`src/rtl/irqfan_pkg.sv`:
```
package irqfan_pkg;

   localparam int REG_W      = 64;
   localparam int LEGACY_POS = 55;
   localparam logic [3:0] FULL_BYTES = 4'd8;
   localparam logic [11:0] RAW_OFS   = 12'h300;

   // Mask offset per CPU: pairs of CPUs live in two separate pages
   function automatic logic [11:0] mask_ofs(input int cpu);
      logic [11:0] base;
      base = (cpu < 2) ? 12'h200 : 12'h600;
      return base + ((cpu % 2) != 0 ? 12'h040 : 12'h000);
   endfunction

   // Masked view sits 0x80 above the mask of the same CPU
   function automatic logic [11:0] view_ofs(input int cpu);
      return mask_ofs(cpu) + 12'h080;
   endfunction

endpackage

```
`src/rtl/irqfan_raw_tracker.sv`:
```
module irqfan_raw_tracker
   import irqfan_pkg::*;
#(
   parameter int NUM_LINES  = 64,
   parameter int LEGACY_BIT = LEGACY_POS
) (
   input  logic                 clk,
   input  logic                 rst_n,
   input  logic [NUM_LINES-1:0] dev_lines,
   input  logic                 legacy_irq,
   output logic [REG_W-1:0]     raw_q
);

   logic [REG_W-1:0] lines_ext;
   logic [REG_W-1:0] raw_next;

   generate
      if (NUM_LINES == REG_W) begin : g_full
         assign lines_ext = dev_lines;
      end else begin : g_part
         assign lines_ext = {{(REG_W-NUM_LINES){1'b0}}, dev_lines};
      end

      if (LEGACY_BIT >= 0 && LEGACY_BIT < REG_W) begin : g_legacy
         always_comb begin
            raw_next = lines_ext;
            raw_next[LEGACY_BIT] = lines_ext[LEGACY_BIT] | legacy_irq;
         end
      end else begin : g_nolegacy
         assign raw_next = lines_ext;
      end
   endgenerate

   always_ff @(posedge clk) begin
      if (!rst_n) raw_q <= '0;
      else        raw_q <= raw_next;
   end

endmodule

```
`src/rtl/irqfan_mask_bank.sv`:
```
module irqfan_mask_bank
   import irqfan_pkg::*;
#(
   parameter int NUM_CPUS = 4
) (
   input  logic                          clk,
   input  logic                          rst_n,
   input  logic [NUM_CPUS-1:0]           mask_we,
   input  logic [REG_W-1:0]              wdata,
   output logic [NUM_CPUS-1:0][REG_W-1:0] masks_q
);

   generate
      for (genvar c = 0; c < NUM_CPUS; c++) begin : g_cpu
         always_ff @(posedge clk) begin
            if (!rst_n)          masks_q[c] <= '0;
            else if (mask_we[c]) masks_q[c] <= wdata;
         end
      end
   endgenerate

   AST_ONE_MASK_WRITE: assert property (@(posedge clk) disable iff (!rst_n)
      $onehot0(mask_we));

endmodule

```
`src/rtl/irqfan_reg_decode.sv`:
```
module irqfan_reg_decode
   import irqfan_pkg::*;
#(
   parameter int NUM_CPUS = 4,
   parameter int ADDR_W   = 12
) (
   input  logic                           req_valid,
   input  logic                           req_write,
   input  logic [ADDR_W-1:0]              req_addr,
   input  logic [3:0]                     req_bytes,
   input  logic [REG_W-1:0]               raw,
   input  logic [NUM_CPUS-1:0][REG_W-1:0] masks,
   output logic [NUM_CPUS-1:0]            mask_we,
   output logic                           err,
   output logic [REG_W-1:0]               rdata
);

   localparam int XW = ADDR_W - 12;

   logic [NUM_CPUS-1:0] hit_mask;
   logic [NUM_CPUS-1:0] hit_view;
   logic                hit_raw;
   logic                size_ok;
   logic                high_zero;
   logic [REG_W-1:0]    mux_data;

   generate
      if (XW > 0) begin : g_high
         assign high_zero = (req_addr[ADDR_W-1:12] == '0);
      end else begin : g_nohigh
         assign high_zero = 1'b1;
      end
   endgenerate

   assign size_ok = (req_bytes == FULL_BYTES);
   assign hit_raw = high_zero && (req_addr[11:0] == RAW_OFS);

   always_comb begin
      hit_mask = '0;
      hit_view = '0;
      mux_data = hit_raw ? raw : '0;
      for (int c = 0; c < NUM_CPUS; c++) begin
         if (high_zero && req_addr[11:0] == mask_ofs(c)) begin
            hit_mask[c] = 1'b1;
            mux_data    = masks[c];
         end
         if (high_zero && req_addr[11:0] == view_ofs(c)) begin
            hit_view[c] = 1'b1;
            mux_data    = masks[c] & raw;
         end
      end
   end

   assign err     = !size_ok || !(hit_raw || (|hit_mask) || (|hit_view));
   assign rdata   = (err || req_write) ? '0 : mux_data;
   assign mask_we = (req_valid && req_write && size_ok) ? hit_mask : '0;

endmodule

```
`src/rtl/irq_fanout_mask.sv`:
```
module irq_fanout_mask
   import irqfan_pkg::*;
#(
   parameter int NUM_LINES  = 64,
   parameter int NUM_CPUS   = 4,
   parameter int ADDR_W     = 12,
   parameter int LEGACY_BIT = LEGACY_POS
) (
   input  logic                 clk,
   input  logic                 rst_n,
   input  logic [NUM_LINES-1:0] dev_lines,
   input  logic                 legacy_irq,
   input  logic                 req_valid,
   input  logic                 req_write,
   input  logic [ADDR_W-1:0]    req_addr,
   input  logic [3:0]           req_bytes,
   input  logic [63:0]          req_wdata,
   output logic                 rsp_valid,
   output logic                 rsp_err,
   output logic [63:0]          rsp_rdata,
   output logic [NUM_CPUS-1:0]  cpu_irq
);

   generate
      if (NUM_CPUS < 1 || NUM_CPUS > 4) begin : g_bad_cpus
         $error("NUM_CPUS must be between 1 and 4");
      end
      if (NUM_LINES < 1 || NUM_LINES > REG_W) begin : g_bad_lines
         $error("NUM_LINES must be between 1 and 64");
      end
      if (ADDR_W < 12) begin : g_bad_addr
         $error("ADDR_W must be at least 12");
      end
   endgenerate

   logic [REG_W-1:0]              raw_q;
   logic [NUM_CPUS-1:0][REG_W-1:0] masks_q;
   logic [NUM_CPUS-1:0]           mask_we;
   logic                          dec_err;
   logic [REG_W-1:0]              dec_rdata;

   irqfan_raw_tracker #(
      .NUM_LINES  (NUM_LINES),
      .LEGACY_BIT (LEGACY_BIT)
   ) u_raw (
      .clk        (clk),
      .rst_n      (rst_n),
      .dev_lines  (dev_lines),
      .legacy_irq (legacy_irq),
      .raw_q      (raw_q)
   );

   irqfan_mask_bank #(
      .NUM_CPUS (NUM_CPUS)
   ) u_masks (
      .clk     (clk),
      .rst_n   (rst_n),
      .mask_we (mask_we),
      .wdata   (req_wdata),
      .masks_q (masks_q)
   );

   irqfan_reg_decode #(
      .NUM_CPUS (NUM_CPUS),
      .ADDR_W   (ADDR_W)
   ) u_dec (
      .req_valid (req_valid),
      .req_write (req_write),
      .req_addr  (req_addr),
      .req_bytes (req_bytes),
      .raw       (raw_q),
      .masks     (masks_q),
      .mask_we   (mask_we),
      .err       (dec_err),
      .rdata     (dec_rdata)
   );

   always_ff @(posedge clk) begin
      if (!rst_n) begin
         rsp_valid <= 1'b0;
         rsp_err   <= 1'b0;
         rsp_rdata <= '0;
      end else begin
         rsp_valid <= req_valid;
         rsp_err   <= req_valid && dec_err;
         rsp_rdata <= req_valid ? dec_rdata : '0;
      end
   end

   generate
      for (genvar c = 0; c < NUM_CPUS; c++) begin : g_irq
         always_ff @(posedge clk) begin
            if (!rst_n) cpu_irq[c] <= 1'b0;
            else        cpu_irq[c] <= |(masks_q[c] & raw_q);
         end

         AST_ZERO_MASK_QUIET: assert property (@(posedge clk) disable iff (!rst_n)
            (masks_q[c] == '0) |=> !cpu_irq[c]);
      end
   endgenerate

   AST_RSP_NEXT_CYCLE: assert property (@(posedge clk) disable iff (!rst_n)
      req_valid |=> rsp_valid);
   AST_NO_SPURIOUS_RSP: assert property (@(posedge clk) disable iff (!rst_n)
      !req_valid |=> !rsp_valid);
   AST_ERR_ZERO_DATA: assert property (@(posedge clk) disable iff (!rst_n)
      rsp_err |-> (rsp_rdata == '0));
   AST_BAD_SIZE_ERR: assert property (@(posedge clk) disable iff (!rst_n)
      (req_valid && req_bytes != FULL_BYTES) |=> rsp_err);
   AST_RO_WRITE_KEEPS_MASKS: assert property (@(posedge clk) disable iff (!rst_n)
      (req_valid && req_write && req_addr == ADDR_W'(RAW_OFS)) |=> $stable(masks_q));

endmodule

```
`config.mk`:
```
export PLATFORM = sky130hd
export DESIGN_NAME = irq_fanout_mask
export DESIGN_NICKNAME = d
export VERILOG_FILES = /design/src/rtl/irqfan_pkg.sv /design/src/rtl/irqfan_raw_tracker.sv /design/src/rtl/irqfan_mask_bank.sv /design/src/rtl/irqfan_reg_decode.sv /design/src/rtl/irq_fanout_mask.sv
export SDC_FILE = /design/constraint.sdc
export NUM_CORES = 1
export LEC_CHECK = 0
export ABC_AREA = 1
export BUFFER_PORTS_ARGS = -buffer_cell sky130_fd_sc_hd__buf_2
export CAP_MARGIN = 20
export CELL_PAD_IN_SITES_DETAIL_PLACEMENT = 0
export CELL_PAD_IN_SITES_GLOBAL_PLACEMENT = 1
export CORE_AREA = 2 2 172 301
export CTS_BUF_LIST = sky130_fd_sc_hd__clkbuf_8
export DETAILED_ROUTE_END_ITERATION = 8
export DIE_AREA = 0 0 174 303
export GPL_TIMING_DRIVEN = 1
export PLACE_DENSITY_LB_ADDON = 0.1
export SYNTH_ARGS = -nofsm -noshare
export SYNTH_HDL_FRONTEND = slang
export SYNTH_SLANG_ARGS = --single-unit
```
`constraint.sdc`:
```
create_clock -name clk -period 1.8 [get_ports clk]
set_clock_uncertainty 0.2 [all_clocks]
set_input_delay 0.09 -clock clk [delete_from_list [all_inputs] [get_ports clk]]
set_output_delay 0.09 -clock clk [all_outputs]
set_load 0.03 [all_outputs]
```
# Yosys cells after proc, flatten, opt, wreduce, memory -nomap -nowiden
# Index checks and enable logic that the tools add are counted.
[totals] register_bits=390 output_inout_bits=70 word_cells=63
[classes] n_eq_ne=10 n_mux=18 n_bitwise=7 n_reduce_logical=16
[op_table] operator="two-way mux 64 bit" count=9
[op_table] operator="bitwise AND 64 bit" count=4
[op_table] operator="OR reduction 64 bit" count=4
[op_table] operator="== test 12 x 10 -> 1 bit (second input constant)" count=5
[op_table] operator="== test 12 x 11 -> 1 bit (second input constant)" count=4
[op_table] operator="two-way mux 1 bit" count=8
[op_table] operator="OR reduction 4 bit" count=2
[op_table] operator="== test 4 bit (second input constant)" count=1
[op_table] operator="logical OR 1 bit" count=4
[op_table] operator="two-way mux 4 bit" count=1
[op_table] operator="logical AND 1 bit" count=3
[op_table] operator="OR reduction 3 bit" count=1
[op_table] operator="logical NOT 1 bit" count=2
[op_table] operator="NOT 1 bit" count=2
[op_table] operator="bitwise OR 1 bit" count=1

# Depth between registers and ports, before layout
# Gate-level depths: netlist of the first run.
[logic_depth] ltp_word=10 depth_mapped=16

# Hierarchy
# From an unflattened synthesis of the first run, not the netlist that was laid out.
[hier_totals] cells_unflattened=3823 area_unflattened_um2=22084.9
[by_module_without_submodules] mod="irqfan_mask_bank" instances=1 cells_each=1428 area_each_um2=9663.0 seq_area_each_um2=5124.9
[by_module_without_submodules] mod="irqfan_reg_decode" instances=1 cells_each=1473 area_each_um2=6721.4 seq_area_each_um2=0.0
[by_module_without_submodules] mod="irq_fanout_mask" instances=1 cells_each=722 area_each_um2=3856.2 seq_area_each_um2=1401.3
[by_module_without_submodules] mod="irqfan_raw_tracker" instances=1 cells_each=200 area_each_um2=1844.3 seq_area_each_um2=1281.2

# Worst setup path before layout of the first run
# Ideal clock, no wire load.
[synth_timing] kind="input to register" from="input port req_addr[1]" to="register rsp_rdata[18]" arrival_ns=1.417 t_required_ns=1.491 path_slack_ns=0.073 cell_stages=12 path_buffers=3 cell_sequence="nor2_1 > nand2_1 > nor2_1 > buf_4 > nand2_2 > buf_2 > clkbuf_1 > o21ai_0 > o21bai_1 > nand3b_1 > nand2_1 > inv_1"
[synth_via] elab_chain_cells=10
[synth_lines] item="from (decl)" line_no="irq_fanout_mask.sv:15" rtl="input logic [ADDR_W-1:0] req_addr,"
[synth_lines] item="== test 12 x 10 -> 1 bit" line_no="irqfan_reg_decode.sv:36" rtl="assign hit_raw = high_zero && (req_addr[11:0] == RAW_OFS);"
[synth_lines] item="two-way mux 64 bit" line_no="irqfan_reg_decode.sv:41" rtl="mux_data = hit_raw ? raw : '0;"
[synth_lines] item="two-way mux 64 bit" line_no="irqfan_reg_decode.sv:43" rtl="if (high_zero && req_addr[11:0] == mask_ofs(c)) begin"
[synth_lines] item="two-way mux 64 bit" line_no="irqfan_reg_decode.sv:47" rtl="if (high_zero && req_addr[11:0] == view_ofs(c)) begin"
[synth_lines] item="two-way mux 64 bit" line_no="irqfan_reg_decode.sv:43"
[synth_lines] item="two-way mux 64 bit" line_no="irqfan_reg_decode.sv:47"
[synth_lines] item="two-way mux 64 bit" line_no="irqfan_reg_decode.sv:43"
[synth_lines] item="two-way mux 64 bit" line_no="irqfan_reg_decode.sv:47"
[synth_lines] item="two-way mux 64 bit" line_no="irqfan_reg_decode.sv:43"
[synth_lines] item="two-way mux 64 bit" line_no="irqfan_reg_decode.sv:47"
[synth_lines] item="to (signal assigned)" line_no="irq_fanout_mask.sv:86" rtl="rsp_rdata <= req_valid ? dec_rdata : '0;"
[synth_lines] item="to (decl)" line_no="irq_fanout_mask.sv:20" rtl="output logic [63:0] rsp_rdata,"
# Parallel ways exist; a longest one is shown, timed or not.
# A chain may end at the register's enable or synchronous reset.

# Worst setup path after layout of the first run
[layout_timing] from="register u_raw.raw_q[16]" to="register cpu_irq[3]"
[layout_via] elab_chain_cells=2
[layout_lines] item="from (decl)" line_no="irqfan_raw_tracker.sv:11" rtl="output logic [REG_W-1:0] raw_q"
[layout_lines] item="from (signal assigned)" line_no="irqfan_raw_tracker.sv:36" rtl="else raw_q <= raw_next;"
[layout_lines] item="bitwise AND 64 bit" line_no="irq_fanout_mask.sv:94" rtl="else cpu_irq[c] <= |(masks_q[c] & raw_q);"
[layout_lines] item="OR reduction 64 bit" line_no="irq_fanout_mask.sv:94"
[layout_lines] item="to (signal, indexed assignment)" line_no="irq_fanout_mask.sv:94"
[layout_lines] item="to (decl)" line_no="irq_fanout_mask.sv:21" rtl="output logic [NUM_CPUS-1:0] cpu_irq"
# Every way passes these cells.

==> flow_metrics.tcl, run 1 <==
set metrics [dict create \
    final-hold-violation-count 0 \
    synthArstFlopShare_pct 0 \
    critPathSlowestCell "dfxtp_4" \
    synth_common_cells "nand2_1 (776), dfxtp_1 (390), o21ai_0 (337)" \
    dp.cells 4027 \
    die_w_um 174 \
    fp.coreArea_sq_mm 0.0502 \
    status "finished with violations" \
    nets 3834 \
    p_per_area_mw_per_mm2 654 \
    rsz0062_at_grt "yes" \
    synth_top_area_cell "dfxtp_1" \
    totalWireLength_um 94100 \
    cp_cell_sequence "nand2_1 > nand4_1 > nor4_1 > buf_4 > a41oi_4" \
    setup_tns_ns -0.0504 \
    die_area_sq_mm 0.0527 \
    io_buffers 218 \
    synth_flop_cell "dfxtp_1" \
    h-tree-depth 3 \
    r2r_slack_ns -0.05 \
    insertion_delay_ns 0.65 \
    cp_top_family "simple AND/OR/NAND/NOR gates" \
    first_pass_iters 6 \
    tightest_slew_ns 0.619 \
    root_buffer "clkbuf_8" \
    drv_cap 0 \
    r2r_start "u_raw.raw_q[16]" \
    synth_cell_types 32 \
    syn_nets 3148 \
    cp_slowest_stage_delay_ns 0.37 \
    drc 0 \
    setup_viol 2 \
    synth_seq_cells 390 \
    vias 23500 \
    p_leak_uw 0.0128 \
    critPathBufInv 1 \
    track_usage_pct 35.0 \
    synth_edf_count 0 \
    syn_to_final_growth_pct 45.0 \
    cts_buffers 67 \
    min_path_type "input port to flop" \
    synth_seq_area_share_pct 40.2 \
    crit_arrival_ns 2.13 \
    synth_area_leaders "dfxtp_1 (40%), nand2_1 (15%), o21ai_0 (8.7%)" \
    cts_sinks 390 \
    min_to "u_masks.masks_q[69]" \
    post-place-ws_ns -0.442 \
    period_minus_slack_ns 1.85 \
    drt_iter0_drc 1812 \
    path_max_fanout 4 \
    worstRegToRegCells 5 \
    drtAntennaViolNets 0 \
    timing.final.max_slew_violations 0 \
    syn_area_sq_mm 0.0194 \
    antenna_found_initial 1 \
    register_area_sq_mm 0.00787 \
    num_rows 109 \
    peakVddDrop_v 0.000452 \
    nFillCells 5004 \
    grt_max_degree 114 \
    fmax_mhz 541 \
    gp_congestion 0.918 \
    clockBufferDepth 3 \
    hold_depth 4 \
    max_slew_margin_pct 58.7 \
    grt_pass1_vias 23400 \
    routed_via_density 5.33 \
    final_layout_size_suffix_gt1_share_pct 20.4 \
    yosys_warnings 0 \
    yosysMostFrequentCell "nand2_1" \
    crit_required_ns 2.08 \
    hp-start "req_wdata[5]" \
    worst_slack_ns -0.0493 \
    syn_area_per_cell_sq_um 6.47 \
    grt_pass1_wl_um 140000 \
    netlist.area_leader.share_pct 40.2 \
    wl_per_cell_um 21.4 \
    endpoint_kind "flop" \
    multi_input_area_sq_mm 0.00994 \
    finalCritPeriodShare_pct 103 \
    worst-setup-path-type "flop to flop" \
    worstSetupStartpointType "flop" \
    final_cells 4397 \
    num_io_pins 219 \
    r2r-end "cpu_irq[3]" \
    syn_inst 2999 \
    grt_overflow_total 0 \
    hpwl_um 65000 \
    initial_core_util_pct 38.7 \
    violations "setup timing" \
    clk_pin_slew_worst_paths_ns 0.06 \
    die_h_um 303 \
    cts_tree "yes" \
]
routing by layer:
layer,track usage [%],up-vias,routed length (um)
li1,-,11100,-
met1,38.3,11000,34900
met2,62.2,1037,46300
met3,5.45,294,6120
met4,24.2,0,6720
met5,0,-,0
power by group:
part / total (uW) / leakage [uW] / internal (uW) / switching, uW
Sequential: 8850 / 0.00317 / 8710 / 138
Combinational: 1240 / 0.00887 / 654 / 584
Clock: 8320 / 0.000753 / 4350 / 3970
flip-flops by register name, summed over array words and instances, names as in the netlist:
| register | count |
|---|---|
| u_masks.masks_q | 256 |
| rsp_rdata | 64 |
| u_raw.raw_q | 64 |
| cpu_irq | 4 |
| rsp_err | 1 |
| rsp_valid | 1 |
through the flow:
stage	hold WS (ns)	util, %	total power, uW	area (sq um)
after floorplan	-0.0124	-	9240	19400
after global placement	0.0711	47.5	9800	23800
after detailed placement	0.0746	47.5	9800	23800
after CTS	0.0373	55.6	18500	27900
after global routing	0.0786	56.1	19000	28200
final	0.0605	56.1	18400	28200
what timing repair did:
| action | 4_1_cts | 5_1_grt |
|---|---|---|
| endpoints found under the setup margin | 9 | 18 |
| resized for setup | 46 | 70 |
| hold endpoints to repair | 385 | 0 |
| pin swaps | 17 | 36 |
| buffers inserted | 3 | 1 |
| hold buffers | 252 | 0 |
layout make-up:
class	instances	area share, %
clock buffers	84	4.11
inverters	336	4.48
flip-flops and latches	390	28.0
multi-input cells	2080	35.3
clock inverters	30	0.596
diodes	1	0.00889
well taps	666	2.96
repair buffers	810	24.6
kinds of logic after synthesis:
| family | after synthesis | synth area share (%) |
|---|---|---|
| AND/OR/NAND/NOR | 1402 | 30.3 |
| AO/OA/AOI/OAI | 678 | 18.9 |
| flip-flops | 390 | 40.2 |
| buffers and inverters | 529 | 10.6 |
cells in the final DEF (no fill, tap or decap), types with 161 or more instances in the layout:
cell type	count
a21oi_1	233
buf_2	217
buf_4	277
dfxtp_1	362
dlygate4sd3_1	252
inv_1	345
nand2_1	738
nand3_1	161
nor2_1	306
o21ai_0	337
worst max path at each step:
stage	startpoint	to	slack (ns)	cells past startpoint
2_1_floorplan	req_addr[1]	rsp_rdata[18]	0.07	12
5_1_grt	u_raw.raw_q[16]	cpu_irq[3]	-0.05	5
3_3_place_gp	req_addr[10]	rsp_rdata[27]	-0.42	16
6_report	u_raw.raw_q[16]	cpu_irq[3]	-0.05	5
4_1_cts	u_raw.raw_q[51]	cpu_irq[2]	-0.05	5
3_5_place_dp	req_addr[3]	rsp_rdata[25]	-0.44	11
tightest hold or removal path, cell delays in order:
cell	delay [ns]
dlygate4sd3_1	0.52
buf_2	0.13
nor2_1	0.05
nor2_1	0.08
Power figures use the tool's default switching activity.
==> run 2: changes to the inputs <==
--- a/config.mk
+++ b/config.mk
@@ -10,12 +10,13 @@
 export CAP_MARGIN = 20
 export CELL_PAD_IN_SITES_DETAIL_PLACEMENT = 0
 export CELL_PAD_IN_SITES_GLOBAL_PLACEMENT = 1
-export CORE_AREA = 2 2 172 301
+export CORE_AREA = 2 2 186 324
 export CTS_BUF_LIST = sky130_fd_sc_hd__clkbuf_8
 export DETAILED_ROUTE_END_ITERATION = 8
-export DIE_AREA = 0 0 174 303
+export DIE_AREA = 0 0 188 326
 export GPL_TIMING_DRIVEN = 1
 export PLACE_DENSITY_LB_ADDON = 0.1
 export SYNTH_ARGS = -nofsm -noshare
 export SYNTH_HDL_FRONTEND = slang
+export SYNTH_HIERARCHICAL = 1
 export SYNTH_SLANG_ARGS = --single-unit
==> run 2 against run 1 <==
Net effect: the flow now finishes without violations; sequential share of layout area down 1.7 points; critical endpoint is now rsp_rdata[8]; highest routed layer unchanged; final area up 5.9%; global-route usage down 3.5 points.
==> flow_metrics.tcl, run 2 <==
set metrics [dict create \
    clk_pin_slew_worst_paths_ns 0.06 \
    synth_area_leaders "dfxtp_1 (35%), nand2_1 (29%), nor2_1 (12%)" \
    first_pass_iters 6 \
    initial_core_util_pct 37.5 \
    setup_viol 0 \
    endpoint_kind "flop" \
    fp.coreArea_sq_mm 0.0589 \
    post-place-ws_ns -0.516 \
    path_max_fanout 9 \
    insertion_delay_ns 0.68 \
    hpwl_um 68500 \
    routed_via_density 4.90 \
    grt_overflow_total 0 \
    track_usage_pct 31.5 \
    final_common_cell "nand2_1" \
    die_h_um 326 \
    io_buffers 218 \
    max_slew_margin_pct 66.4 \
    p_leak_uw 0.0136 \
    num_io_pins 219 \
    drt_iter0_drc 1732 \
    syn_area_per_cell_sq_um 5.78 \
    grtUsageMet3_pct 3.86 \
    multi_input_area_sq_mm 0.0121 \
    synth_top_area_cell "dfxtp_1" \
    top_register "u_masks/masks_q" \
    syn_nets 3972 \
    antenna_found_initial 2 \
    final_util_pct 50.6 \
    drv_cap 0 \
    most-common-layout-cells "nand2_1 (1,674), nor2_1 (674), dfxtp_1 (385), inv_1 (319), dlygate4sd3_1 (264)" \
    p_per_area_mw_per_mm2 649 \
    worstSetupStartpointType "input port" \
    met1_usage_pct 35.1 \
    synthArstFlopShare_pct 0 \
    drtAntennaViolNets 0 \
    cts_sinks 390 \
    synth_flop_cell "dfxtp_1" \
    finalCritPeriodShare_pct 96.9 \
    peakVddDrop_v 0.000619 \
    reg_top3 "u_masks/masks_q (256), rsp_rdata (64), u_raw/raw_q (64)" \
    synth_seq_cells 390 \
    final_layout_size_suffix_gt1_share_pct 13.7 \
    synth_cell_types 32 \
    register_area_sq_mm 0.00781 \
    fmax_mhz 573 \
    status "finished clean" \
    syn_area_sq_mm 0.0221 \
    totalWireLength_um 98700 \
    worst-setup-path-type "input port to flop" \
    grt_pass1_vias 24600 \
    crit_required_ns 2.20 \
    synth_seq_area_share_pct 35.4 \
    crit_arrival_ns 2.14 \
    use_met2_pct 57.2 \
    timing.final.max_slew_violations 0 \
    die_w_um 188 \
    grt_pass1_wl_um 147000 \
    min_path_type "input port to flop" \
    cts_buffers 66 \
    final-hold-violation-count 0 \
    syn_to_final_growth_pct 35.0 \
    clockBufferDepth 3 \
    synth_common_cells "nand2_1 (1,681), nor2_1 (694), dfxtp_1 (390)" \
    period_minus_slack_ns 1.74 \
    vias 25600 \
    root_buffer "clkbuf_8" \
    gp_congestion 0.954 \
    wl_per_cell_um 18.9 \
    worst_slack_ns 0.0554 \
    top_usage_layer "met2" \
    syn_inst 3823 \
    cts_tree "yes" \
    tightest_slew_ns 0.505 \
    netlist.area_leader.share_pct 35.4 \
    die_area_sq_mm 0.0613 \
    synth_edf_count 0 \
    yosysMostFrequentCell "nand2_1" \
    nFillCells 6401 \
    setup_tns_ns 0 \
    nets 4543 \
    h-tree-depth 3 \
    grt_max_degree 66 \
    num_rows 118 \
    yosys_warnings 6 \
    largest_reg_flops 256 \
    drc 0 \
]
## run 2: changes by cell type after synthesis, moves of 16 or more
cell	before	now
nand2_1	776	1681
nor2_1	307	694
o21ai_0	337	135
a21oi_1	234	67
clkbuf_1	130	43
buf_2	53	109
buf_4	1	31
inv_1	329	303
nand4_1	118	96
nor4_1	20	0
a21o_1	18	0
o22ai_1	16	0
## run 2: cell families (layout without fill, tap and decap cells)
family                 after synthesis  after routing  synth area share (%)
and+or+nand+nor                   2667           2667                  48.1
AOI/OAI and AO/OA                  253            253                  6.15
other                                0              1                     0
buffers and inverters              513           1130                  10.4
DFF                                390            390                  35.4
## run 2: through the flow
stage,total power [uW],instance area [sq um],hold WS [ns],instances
2_1_floorplan,9510,22200,-0.0165,3823
3_3_place_gp,10100,25500,0.0709,4833
3_5_place_dp,10100,25500,0.0741,4833
4_1_cts,19600,29600,0.0110,5211
5_1_grt,20000,29800,0.0786,5221
6_report,19400,29800,0.0671,5221
## run 2: final cells by class
class                      count  share of cell area [%]
antenna                        1                 0.00839
inverter                     311                    3.93
clock buffer                  91                    4.20
tap                          780                    3.27
multi-input combinational   2920                    40.6
timing repair buffer         705                    21.1
clock inverter                23                   0.671
sequential                   390                    26.2
## run 2: path summary, 6_finish.rpt
path                                            from  cells after the start  slack (ns)                    to
worst min register to register  u_masks/masks_q[186]                      2        0.29  u_masks/masks_q[186]
worst max register to register       u_raw/raw_q[23]                      9        0.06            cpu_irq[2]
worst min-delay path                       req_write                      8        0.07   u_masks/masks_q[59]
worst max-delay path                    req_bytes[2]                     10        0.06          rsp_rdata[8]
## run 2: critical path, stage by stage
cell and delay (ns):
buf_2 0.11, nor4_4 0.33, buf_12 0.18, dlygate4sd3_1 0.62, buf_12 0.18, buf_12 0.15, nand4_1 0.14, a21oi_1 0.16
inv_1 0.06, nor2_1 0.09
## run 2: power breakdown
group,internal [uW],switching [uW],leakage [uW]
registers,8710,186,0.00316
logic,747,711,0.00959
clock network,5040,3960,0.000800
total,14500,4860,0.0136
## run 2: what timing repair did
item / CTS / global route
setup endpoints to repair: 0 / 20
hold buffers: 264 / 0
gates resized for setup: 0 / 31
setup buffers: 0 / 7
hold endpoints to repair: 390 / 0
## run 2: per-layer routing
layer	vias up	routed length (um)	part of all wire [%]
li1	12800	-	-
met1	11700	38600	39
met2	777	49700	50
met3	211	4610	4.7
met4	0	5820	5.9
met5	-	0	0
